<file path="src/rtl/sigwatch_pkg.sv">
package sigwatch_pkg;
  localparam int WORD_W = 32;
  localparam int KIND_W = 8;
  localparam int ARG_W  = WORD_W - KIND_W;
  localparam int BE_W   = WORD_W / 8;

  localparam logic [KIND_W-1:0] K_STATUS = 8'd0;
  localparam logic [KIND_W-1:0] K_RESULT = 8'd1;
  localparam logic [KIND_W-1:0] K_DUMP   = 8'd2;
  localparam logic [KIND_W-1:0] K_CSR    = 8'd3;

  typedef enum logic [1:0] {ST_HDR, ST_DUMP, ST_CSRV} sw_state_e;

  function automatic logic [KIND_W-1:0] hdr_kind(input logic [WORD_W-1:0] w);
    return w[KIND_W-1:0];
  endfunction

  function automatic logic [ARG_W-1:0] hdr_arg(input logic [WORD_W-1:0] w);
    return w[WORD_W-1:KIND_W];
  endfunction

  function automatic logic kind_known(input logic [KIND_W-1:0] k);
    return k <= K_CSR;
  endfunction
endpackage

</file>
<file path="src/rtl/sigwatch_filter.sv">
module sigwatch_filter
  import sigwatch_pkg::*;
#(
  parameter int ADDR_W = 32
) (
  input  logic              bus_valid,
  input  logic              bus_ready,
  input  logic [ADDR_W-1:0] bus_addr,
  input  logic [BE_W-1:0]   bus_be,
  input  logic [ADDR_W-1:0] sig_addr,
  output logic              take
);
  logic handshake, full_word, addr_hit;
  assign handshake = bus_valid & bus_ready;
  assign full_word = &bus_be;
  assign addr_hit  = (bus_addr == sig_addr);
  assign take      = handshake & full_word & addr_hit;
endmodule

</file>
<file path="src/rtl/sigwatch_errcnt.sv">
module sigwatch_errcnt #(
  parameter int W = 8
) (
  input  logic         clk,
  input  logic         rst,
  input  logic         bump,
  output logic [W-1:0] cnt
);
  localparam logic [W-1:0] TOP = '1;
  logic at_top;
  assign at_top = (cnt == TOP);

  always_ff @(posedge clk) begin
    if (rst)                 cnt <= '0;
    else if (bump && !at_top) cnt <= cnt + 1'b1;
  end

  p_sat_hold_r8: assert property (@(posedge clk) disable iff (rst)
    (cnt == TOP) |=> (cnt == TOP));
  p_step_r8: assert property (@(posedge clk) disable iff (rst)
    (bump && cnt != TOP) |=> (cnt == $past(cnt) + 1'b1));
endmodule

</file>
<file path="src/rtl/sigwatch_fsm.sv">
module sigwatch_fsm
  import sigwatch_pkg::*;
#(
  parameter int DUMP_REGS = 32,
  localparam int IDX_W = $clog2(DUMP_REGS)
) (
  input  logic              clk,
  input  logic              rst,
  input  logic              take,
  input  logic [WORD_W-1:0] wdata,
  output logic              status_valid,
  output logic [ARG_W-1:0]  status_code,
  output logic              result_valid,
  output logic              result_pass,
  output logic              gpr_valid,
  output logic [IDX_W-1:0]  gpr_idx,
  output logic [WORD_W-1:0] gpr_data,
  output logic              dump_done,
  output logic              csr_valid,
  output logic [ARG_W-1:0]  csr_addr,
  output logic [WORD_W-1:0] csr_data,
  output logic              bad_hdr
);
  localparam logic [IDX_W-1:0] LAST = IDX_W'(DUMP_REGS - 1);

  sw_state_e        state;
  logic [IDX_W-1:0] idx;
  logic [ARG_W-1:0] csr_hold;

  logic hdr_take, dump_take, csrv_take;
  logic [KIND_W-1:0] kind;
  assign kind      = hdr_kind(wdata);
  assign hdr_take  = take && (state == ST_HDR);
  assign dump_take = take && (state == ST_DUMP);
  assign csrv_take = take && (state == ST_CSRV);
  assign bad_hdr   = hdr_take && !kind_known(kind);

  always_ff @(posedge clk) begin
    if (rst) begin
      state        <= ST_HDR;
      idx          <= '0;
      csr_hold     <= '0;
      status_valid <= 1'b0;
      status_code  <= '0;
      result_valid <= 1'b0;
      result_pass  <= 1'b0;
      gpr_valid    <= 1'b0;
      gpr_idx      <= '0;
      gpr_data     <= '0;
      dump_done    <= 1'b0;
      csr_valid    <= 1'b0;
      csr_addr     <= '0;
      csr_data     <= '0;
    end else begin
      status_valid <= 1'b0;
      result_valid <= 1'b0;
      gpr_valid    <= 1'b0;
      dump_done    <= 1'b0;
      csr_valid    <= 1'b0;
      if (hdr_take) begin
        case (kind)
          K_STATUS: begin
            status_valid <= 1'b1;
            status_code  <= hdr_arg(wdata);
          end
          K_RESULT: begin
            result_valid <= 1'b1;
            result_pass  <= (hdr_arg(wdata) == '0);
          end
          K_DUMP: begin
            state <= ST_DUMP;
            idx   <= '0;
          end
          K_CSR: begin
            state    <= ST_CSRV;
            csr_hold <= hdr_arg(wdata);
          end
          default: ;
        endcase
      end
      if (dump_take) begin
        gpr_valid <= 1'b1;
        gpr_idx   <= idx;
        gpr_data  <= wdata;
        if (idx == LAST) begin
          dump_done <= 1'b1;
          state     <= ST_HDR;
        end else begin
          idx <= idx + 1'b1;
        end
      end
      if (csrv_take) begin
        csr_valid <= 1'b1;
        csr_addr  <= csr_hold;
        csr_data  <= wdata;
        state     <= ST_HDR;
      end
    end
  end

  p_single_event_r2: assert property (@(posedge clk) disable iff (rst)
    $onehot0({status_valid, result_valid, gpr_valid, csr_valid}));
  p_event_needs_take_r1: assert property (@(posedge clk) disable iff (rst)
    (status_valid || result_valid || gpr_valid || csr_valid) |-> $past(take));
  p_done_on_last_r5: assert property (@(posedge clk) disable iff (rst)
    dump_done |-> (gpr_valid && gpr_idx == LAST));
  p_header_after_done_r5: assert property (@(posedge clk) disable iff (rst)
    dump_done |=> !gpr_valid);
  p_csr_after_hdr_r6: assert property (@(posedge clk) disable iff (rst)
    csr_valid |-> !$past(hdr_take));
endmodule

</file>
<file path="src/rtl/sigwatch_decoder.sv">
module sigwatch_decoder
  import sigwatch_pkg::*;
#(
  parameter int ADDR_W    = 32,
  parameter int DUMP_REGS = 32,
  parameter int ERR_W     = 8,
  localparam int IDX_W    = $clog2(DUMP_REGS)
) (
  input  logic              clk,
  input  logic              rst,
  input  logic [ADDR_W-1:0] sig_addr,
  input  logic              bus_valid,
  input  logic              bus_ready,
  input  logic [ADDR_W-1:0] bus_addr,
  input  logic [WORD_W-1:0] bus_wdata,
  input  logic [BE_W-1:0]   bus_be,
  output logic              status_valid,
  output logic [ARG_W-1:0]  status_code,
  output logic              result_valid,
  output logic              result_pass,
  output logic              gpr_valid,
  output logic [IDX_W-1:0]  gpr_idx,
  output logic [WORD_W-1:0] gpr_data,
  output logic              dump_done,
  output logic              csr_valid,
  output logic [ARG_W-1:0]  csr_addr,
  output logic [WORD_W-1:0] csr_data,
  output logic [ERR_W-1:0]  err_count
);
  logic take_w, bad_hdr_w;

  sigwatch_filter #(.ADDR_W(ADDR_W)) u_filter (
    .bus_valid (bus_valid),
    .bus_ready (bus_ready),
    .bus_addr  (bus_addr),
    .bus_be    (bus_be),
    .sig_addr  (sig_addr),
    .take      (take_w)
  );

  sigwatch_fsm #(.DUMP_REGS(DUMP_REGS)) u_fsm (
    .clk          (clk),
    .rst          (rst),
    .take         (take_w),
    .wdata        (bus_wdata),
    .status_valid (status_valid),
    .status_code  (status_code),
    .result_valid (result_valid),
    .result_pass  (result_pass),
    .gpr_valid    (gpr_valid),
    .gpr_idx      (gpr_idx),
    .gpr_data     (gpr_data),
    .dump_done    (dump_done),
    .csr_valid    (csr_valid),
    .csr_addr     (csr_addr),
    .csr_data     (csr_data),
    .bad_hdr      (bad_hdr_w)
  );

  sigwatch_errcnt #(.W(ERR_W)) u_err (
    .clk  (clk),
    .rst  (rst),
    .bump (bad_hdr_w),
    .cnt  (err_count)
  );

  p_take_qualified_r1: assert property (@(posedge clk) disable iff (rst)
    take_w |-> (bus_valid && bus_ready && bus_be == 4'hF));
endmodule

</file>
<file path="config.mk">
export PLATFORM = sky130hd
export DESIGN_NAME = sigwatch_decoder
export DESIGN_NICKNAME = d
export VERILOG_FILES = /design/src/rtl/sigwatch_pkg.sv /design/src/rtl/sigwatch_filter.sv /design/src/rtl/sigwatch_errcnt.sv /design/src/rtl/sigwatch_fsm.sv /design/src/rtl/sigwatch_decoder.sv
export SDC_FILE = /design/constraint.sdc
export NUM_CORES = 1
export LEC_CHECK = 0
export ABC_AREA = 1
export BUFFER_PORTS_ARGS = -buffer_cell sky130_fd_sc_hd__buf_2
export CAP_MARGIN = 40
export CORE_UTILIZATION = 30
export CTS_CLUSTER_DIAMETER = 100
export DETAILED_ROUTE_END_ITERATION = 7
export GPL_TIMING_DRIVEN = 0
export PLACE_DENSITY = 0.56
export SLEW_MARGIN = 25
export SYNTH_ARGS = -nofsm -noshare
export SYNTH_HDL_FRONTEND = slang
export SYNTH_HIERARCHICAL = 1
export SYNTH_SLANG_ARGS = --single-unit
</file>
<file path="constraint.sdc">
create_clock -name clk -period 2.35 [get_ports clk]
set_clock_uncertainty 0.2 [all_clocks]
set_input_delay 0.1175 -clock clk [delete_from_list [all_inputs] [get_ports clk]]
set_output_delay 0.1175 -clock clk [all_outputs]
set_load 0.05 [all_outputs]
</file>
==> impl_results.md, run 1 <==
* Leakage power total at 4.466 nW
* MaxCap Viol Count at 0
* Clock transition at path regs at 0.07 ns
* Worst EP arrival at roughly 2.2 ns
* GRT overflow at 0
* Vias at 6,442
* Crit-path max FO at 18
* Req. time, crit path at ~2.5 ns
* CP Class: in2reg
* Worst Max-Slew Pin Slew at ~0.57 ns
* Final count of hold timing violations at 0
* Skew-Pair Late Insertion Delay at about 0.42 ns
* Placed Cells at about 1.4k
* Root buf cell: clkbuf_16
* Vias in the first global route at ~6k
* Rel. slew slack at 0.6211
* Wire length of the first global-routing pass at 32.19 mm
* Post-synth top area share at 0.4861
* Die H at between 150 and 200 um
* Syn Area/Cell at 7.590 um2
* Synthesized Nets at slightly below 1k
* Layout overhead on the synthesized area at 37.60%
* Detail Placement HPWL at about 16 mm
* Yosys top cell by area: dfxtp_1
* Pwr Density at 672.2 mW/mm2
* Layout fillers at between 2k and 2.5k
* Rows at 54
* Async set-reset flop share out of synthesis at 0
* Final setup fails at 0
* Mapped cell area at about 0.0067 mm2
* Antenna violation net count after detailed routing at 0
* Die area at roughly 0.023 mm2
* Number of post-CTS setup repair buffers at 0
* IO Pins at between 200 and 250
* Min cycle time layout at 2.054 ns
* Hold Path Class: in2reg
* Fmax at a little under 500 MHz
* Status: completed
* Number of CTS-inserted buffers at 17
* Top post-synthesis cells by count: 182 x nand2_1, 162 x dfxtp_1, 106 x nor2_1, 89 x inv_1, 71 x o21ai_0
* Hold_ws at between 0.03 and 0.04 ns
* Largest cells by area after synthesis: dfxtp_1 49%, nand2_1 10%, nor2_1 6.0%, o21ai_0 5.3%, a21oi_1 5.2%
* Register bit total from synthesis at around 160
* Drt initial violations at 291
* Final Cycle Share at 0.8739
* Vias per inst at around 4.4
* CTS Buffer Depth at 2
* Slew Limit Fails at 0
* Fraction of layout cells with a size suffix above 1 at 0.2832
* Setup ws final at just under 0.3 ns
* Largest net degree at the start of global routing at 17
* Post-synth cell types at 30
* Port bufs at between 200 and 250
* Sequential fraction of the synthesis area at 0.4861
* Peak VDD IR at between 0.3 and 0.4 mV
* Final net count at ~1.3k
* RSZ-0062 raised after global routing: no
* Initial antenna violation count at 0
* Setup TNS at 0 ns
* Clock sink count at between 150 and 200
* DRC at 0
* Crit path capture type: flop
* Routed wire length per instance at between 10 and 15 um
* CTS tree: built
* Non-filler cells, final at approximately 1.5k
* GPL Wtd Cong at a little over 0.8
* Cell count after synthesis at between 800 and 900
* H-tree Lvls at 4
* Initial cell density of the core at 0.3057
* Most frequent cell after synthesis: nand2_1
* Core Box Area at around 0.022 mm2
* CP Launch Type: primary input
* Number of synthesized flops with an enable pin at 0
* Synth Flop Type: dfxtp_1
* Global Route Usage Sum at 0.1842
* Die Wd at 151.1 um
* Synthesis warning total at 6
* DP Worst Slack at -0.5701 ns
* Detailed Route WL at just over 20 mm
* Pre-antenna DRT Iters at 4
-- registers in the layout, indices dropped and copies added, names as in the netlist --
| signal | flops |
|---|---|
| u_fsm/csr_data | 32 |
| u_fsm/gpr_data | 32 |
| u_fsm/csr_addr | 24 |
| u_fsm/csr_hold | 24 |
| u_fsm/status_code | 24 |
| u_err/cnt | 8 |
| u_fsm/gpr_idx | 5 |
| u_fsm/idx | 5 |
| u_fsm/state | 2 |
| u_fsm/csr_valid | 1 |
| u_fsm/dump_done | 1 |
| u_fsm/gpr_valid | 1 |
| u_fsm/result_pass | 1 |
| u_fsm/result_valid | 1 |
| u_fsm/status_valid | 1 |
-- logic make-up (layout without fill, tap and decap cells) --
group | Yosys count | after routing | synth area share
compound gates | 173 | 173 | 0.1459
xor+xnor | 7 | 7 | 0.009190
fa+ha+maj | 3 | 3 | 0.005627
buf+inv | 136 | 433 | 0.09115
flops | 162 | 162 | 0.4861
other cells | 0 | 1 | 0
simple gates | 398 | 398 | 0.2620
-- final timing paths --
check                    start           endpoint  slack [ns]  cells past startpoint
min reg2reg  u_fsm/csr_data[2]  u_fsm/csr_data[2]        0.25                      2
min                        rst       u_err/cnt[6]        0.03                      4
max               bus_addr[13]       u_err/cnt[7]        0.30                     18
max reg2reg     u_fsm/state[0]       u_err/cnt[7]        0.46                     11
-- through the flow --
stage                     power (mW)  cell area, um2    util
after global routing           6.403            9178  0.4205
after CTS                      6.244            9170  0.4202
after global placement         3.129            8193  0.3754
final                          6.171            9180  0.4207
after floorplan                2.962            6671       -
after detailed placement       3.131            8193  0.3754
-- cells in the final DEF, fill, tap and decap left out, drive strengths merged, types with 2 or more instances in the layout --
master,count
buf,261
nand2,185
dfxtp,162
nor2,137
inv,94
o21ai,75
a21oi,69
nand3,68
clkbuf,35
dlygate4sd3,32
a22o,28
xnor2,7
bufinv,5
clkinv,4
ha,3
nor3,3
clkinvlp,2
nand3b,2
or2,2
-- metal layers --
layer	vias up	global-route usage	routed length [um]
li1	3385	-	-
met1	2898	0.2414	9567
met2	137	0.2904	9481
met3	22	0.05060	1163
met4	0	0.06200	357
met5	-	0	0
-- worst max-delay path, stage by stage --
cell,delay (ns)
buf_2,0.10
inv_1,0.08
o21ai_0,0.12
nor2_1,0.11
nand2_1,0.05
nor2_1,0.14
nand3_1,0.14
nor2_4,0.20
nand2_4,0.11
inv_6,0.16
nand2_1,0.11
inv_1,0.08
buf_6,0.13
nand2_1,0.10
nor2_4,0.16
nand3_1,0.09
a21oi_1,0.12
nor2_1,0.05
-- layout make-up --
class                           instances  area (um2)  area share
Antenna cell                            1       2.502   0.0002726
Multi-Input combinational cell        581        2833      0.3086
Timing Repair Buffer                  266        1491      0.1625
Clock inverter                         12       205.2     0.02235
Tap cell                              280       350.3     0.03816
Sequential cell                       162        3243      0.3533
Inverter                               93       354.1     0.03857
Buffer                                 42       254.0     0.02767
Clock buffer                           20       446.7     0.04866
-- timing repair --
item,4_1_cts,5_1_grt
pin swaps,0,1
endpoints found under the setup margin,3,4
gates resized for setup,2,4
endpoints found under the hold margin,120,0
hold buffers,32,0
-- where the power goes --
group          leakage (nW)     switching, mW  total, mW  internal [mW]
combinational          2.85             0.209      0.367          0.159
clock                 0.311              1.14       3.06           1.92
sequential             1.30  0.00000000000754       2.75           2.75
(Power assumes the default switching activity.)
==> run 2: changes to the inputs <==
CORE_MARGIN = 1   (was unset)
HOLD_SLACK_MARGIN = 0.06   (was unset)
==> impl_results.md, run 2 (synthesis gave the netlist of run 1 again) <==
* Worst EP arrival at 2.17 ns
* Number of CTS-inserted buffers at 17
* Detail Placement HPWL at 15.96 mm
* Initial antenna violation count at 0
* Crit-path max FO at 18
* Req. time, crit path at about 2.5 ns
* Final Cycle Share at 0.8736
* Cells along the critical path: buf_2 -> inv_1 -> o21ai_0 -> nor2_1 -> nand2_1 -> nor2_1 -> nand3_1 -> nor2_4 -> nand2_4 -> inv_6 -> nand2_1 -> inv_1 -> buf_6 -> nand2_1 -> nor2_4 -> nand3_1 -> a21oi_1 -> nor2_1
* Commonest non-fill, non-tap cell in the layout: buf_2
* Detailed Route WL at 20.63 mm
* Worst hold endpoint: u_fsm/csr_data[2]
* DRC at 0
* Placed Cells at 1,393
* Reg2Reg Capture Point: u_err/cnt[7]
* Die H at approximately 150 um
* Peak VDD IR at around 0.37 mV
* Hold Path Class: reg2reg
* GRT overflow at 0
* Worst reg2reg path depth at 11
* Final setup fails at 0
* Initial cell density of the core at 0.3057
* Vias in the first global route at just over 6k
* Drt initial violations at 270
* Power Total at slightly above 6 mW
* Largest regs: u_fsm/csr_data (32), u_fsm/gpr_data (32)
* CP max stage cell: nor2_4
* Hold depth at 2
* MaxCap Viol Count at 0
* Final core occ at 0.4229
* CTS tree: built
* Status: completed
* CP Class: in2reg
* Min cycle time layout at around 2 ns
* R2R Path Start: u_fsm/state[0]
* Routed wire length per instance at 14.11 um
* Wire length of the first global-routing pass at between 30 and 40 mm
* Pwr Density at 668.9 mW/mm2
* Pre-antenna DRT Iters at 4
* GPL Wtd Cong at 0.8191
* Setup TNS at 0 ns
* Rows at 54
* Worst Max-Slew Pin Slew at ~0.56 ns
* Most frequent cells in the layout: 248 x buf_2, 182 x nand2_1, 162 x dfxtp_1, 105 x nor2_1, 89 x inv_1
* Vias per inst at between 4 and 5
* Crit-path leading delay family: simple AND/OR/NAND/NOR gates
* Final count of hold timing violations at 0
* Post-route cell area at 0.009230 mm2
* Fmax at between 400 and 500 MHz
* CP Launch Type: primary input
* Fraction of layout cells with a size suffix above 1 at 0.2820
* Layout overhead on the synthesized area at 38.35%
* Slew Limit Fails at 0
* Hold Startpoint: u_fsm/csr_data[2]
* Post-DP Area at between 0.008 and 0.009 mm2
* Root buf cell: clkbuf_16
* Levels on crit path at 18
* Die Wd at roughly 150 um
* Antenna violation net count after detailed routing at 0
* RSZ-0062 raised after global routing: no
* Core Box Area at 0.02182 mm2
* Slowest stage delay, CP at 0.20 ns
* Die area at 0.02284 mm2
* CTS Buffer Depth at 2
* Worst reg-to-reg setup slack at 0.46 ns
* Crit path capture type: flop
* IO Pins at around 240
* Skew-Pair Late Insertion Delay at approximately 0.42 ns
* Port bufs at ~230
* Final net count at about 1.3k
* H-tree Lvls at 4
* Largest net degree at the start of global routing at 17
* Clock sink count at roughly 160
* Leakage power total at 4.476 nW
* Rel. slew slack at 0.6240
* Vias at ~6.5k
* Global Route Usage Sum at 0.1849
* Non-filler cells, final at between 1k and 1.5k
* Buf+Inv Stages, Crit Path at 5
* Clock transition at path regs at approximately 0.07 ns
-- run 2: per-stage QoR --
stage	hold WS (ns)	setup WS, ns
global placement	0.1850	-0.5554
finish	0.2519	0.2971
floorplan	0.05663	0.09813
detailed placement	0.1875	-0.5701
CTS	0.2549	0.06567
global route	0.2709	0.06832
-- run 2: repair_timing --
item                                    4_1_cts  5_1_grt
buffers inserted                              0        0
endpoints found under the setup margin        3        4
pin swaps                                     0        1
cloned                                        0        0
gates resized for setup                       2        4
hold buffers                                 37        0
endpoints found under the hold margin       130        0
-- run 2: area by class of cell --
| type | count | area, um2 |
|---|---|---|
| timing repair buffer | 271 | 1541 |
| clock buffer | 20 | 446.7 |
| sequential | 162 | 3243 |
| tap | 280 | 350.3 |
| fill | 2283 | 12590 |
| antenna | 1 | 2.502 |
| multi-input combinational | 581 | 2833 |
| inverter | 93 | 354.1 |
| clock inverter | 12 | 205.2 |
| buffer | 42 | 254.0 |
-- run 2: metal layers --
layer | part of all wire | track usage | up-vias
li1 | - | - | 3401
met1 | 0.46 | 0.2412 | 2922
met2 | 0.46 | 0.2931 | 140
met3 | 0.059 | 0.05060 | 22
met4 | 0.018 | 0.06200 | 0
met5 | 0 | 0 | -
-- run 2: how the worst max path moves through the flow --
stage                   end    startpoint  slack (ns)
4_1_cts        u_err/cnt[7]  sig_addr[22]        0.07
6_report       u_err/cnt[7]  bus_addr[13]        0.30
2_1_floorplan  u_err/cnt[7]  sig_addr[22]         0.1
5_1_grt        u_err/cnt[7]  bus_addr[13]        0.07
3_3_place_gp   u_err/cnt[7]  sig_addr[17]       -0.56
3_5_place_dp   u_err/cnt[7]  bus_addr[13]       -0.57
-- run 2: power by group --
group          internal [mW]    switching (mW)
Sequential              2.75  0.00000000000754
Combinational          0.160             0.209
Clock                   1.92              1.14
Total                   4.83              1.35
-- run 2: worst reg2reg max path, stage by stage, from the launching register on --
cell     delay (ns)
dfxtp_1        0.33
nor2_2         0.15
nand2_4        0.11
inv_6          0.16
nand2_1        0.11
inv_1          0.08
buf_6          0.13
nand2_1        0.10
nor2_4         0.16
nand3_1        0.09
a21oi_1        0.12
nor2_1         0.05
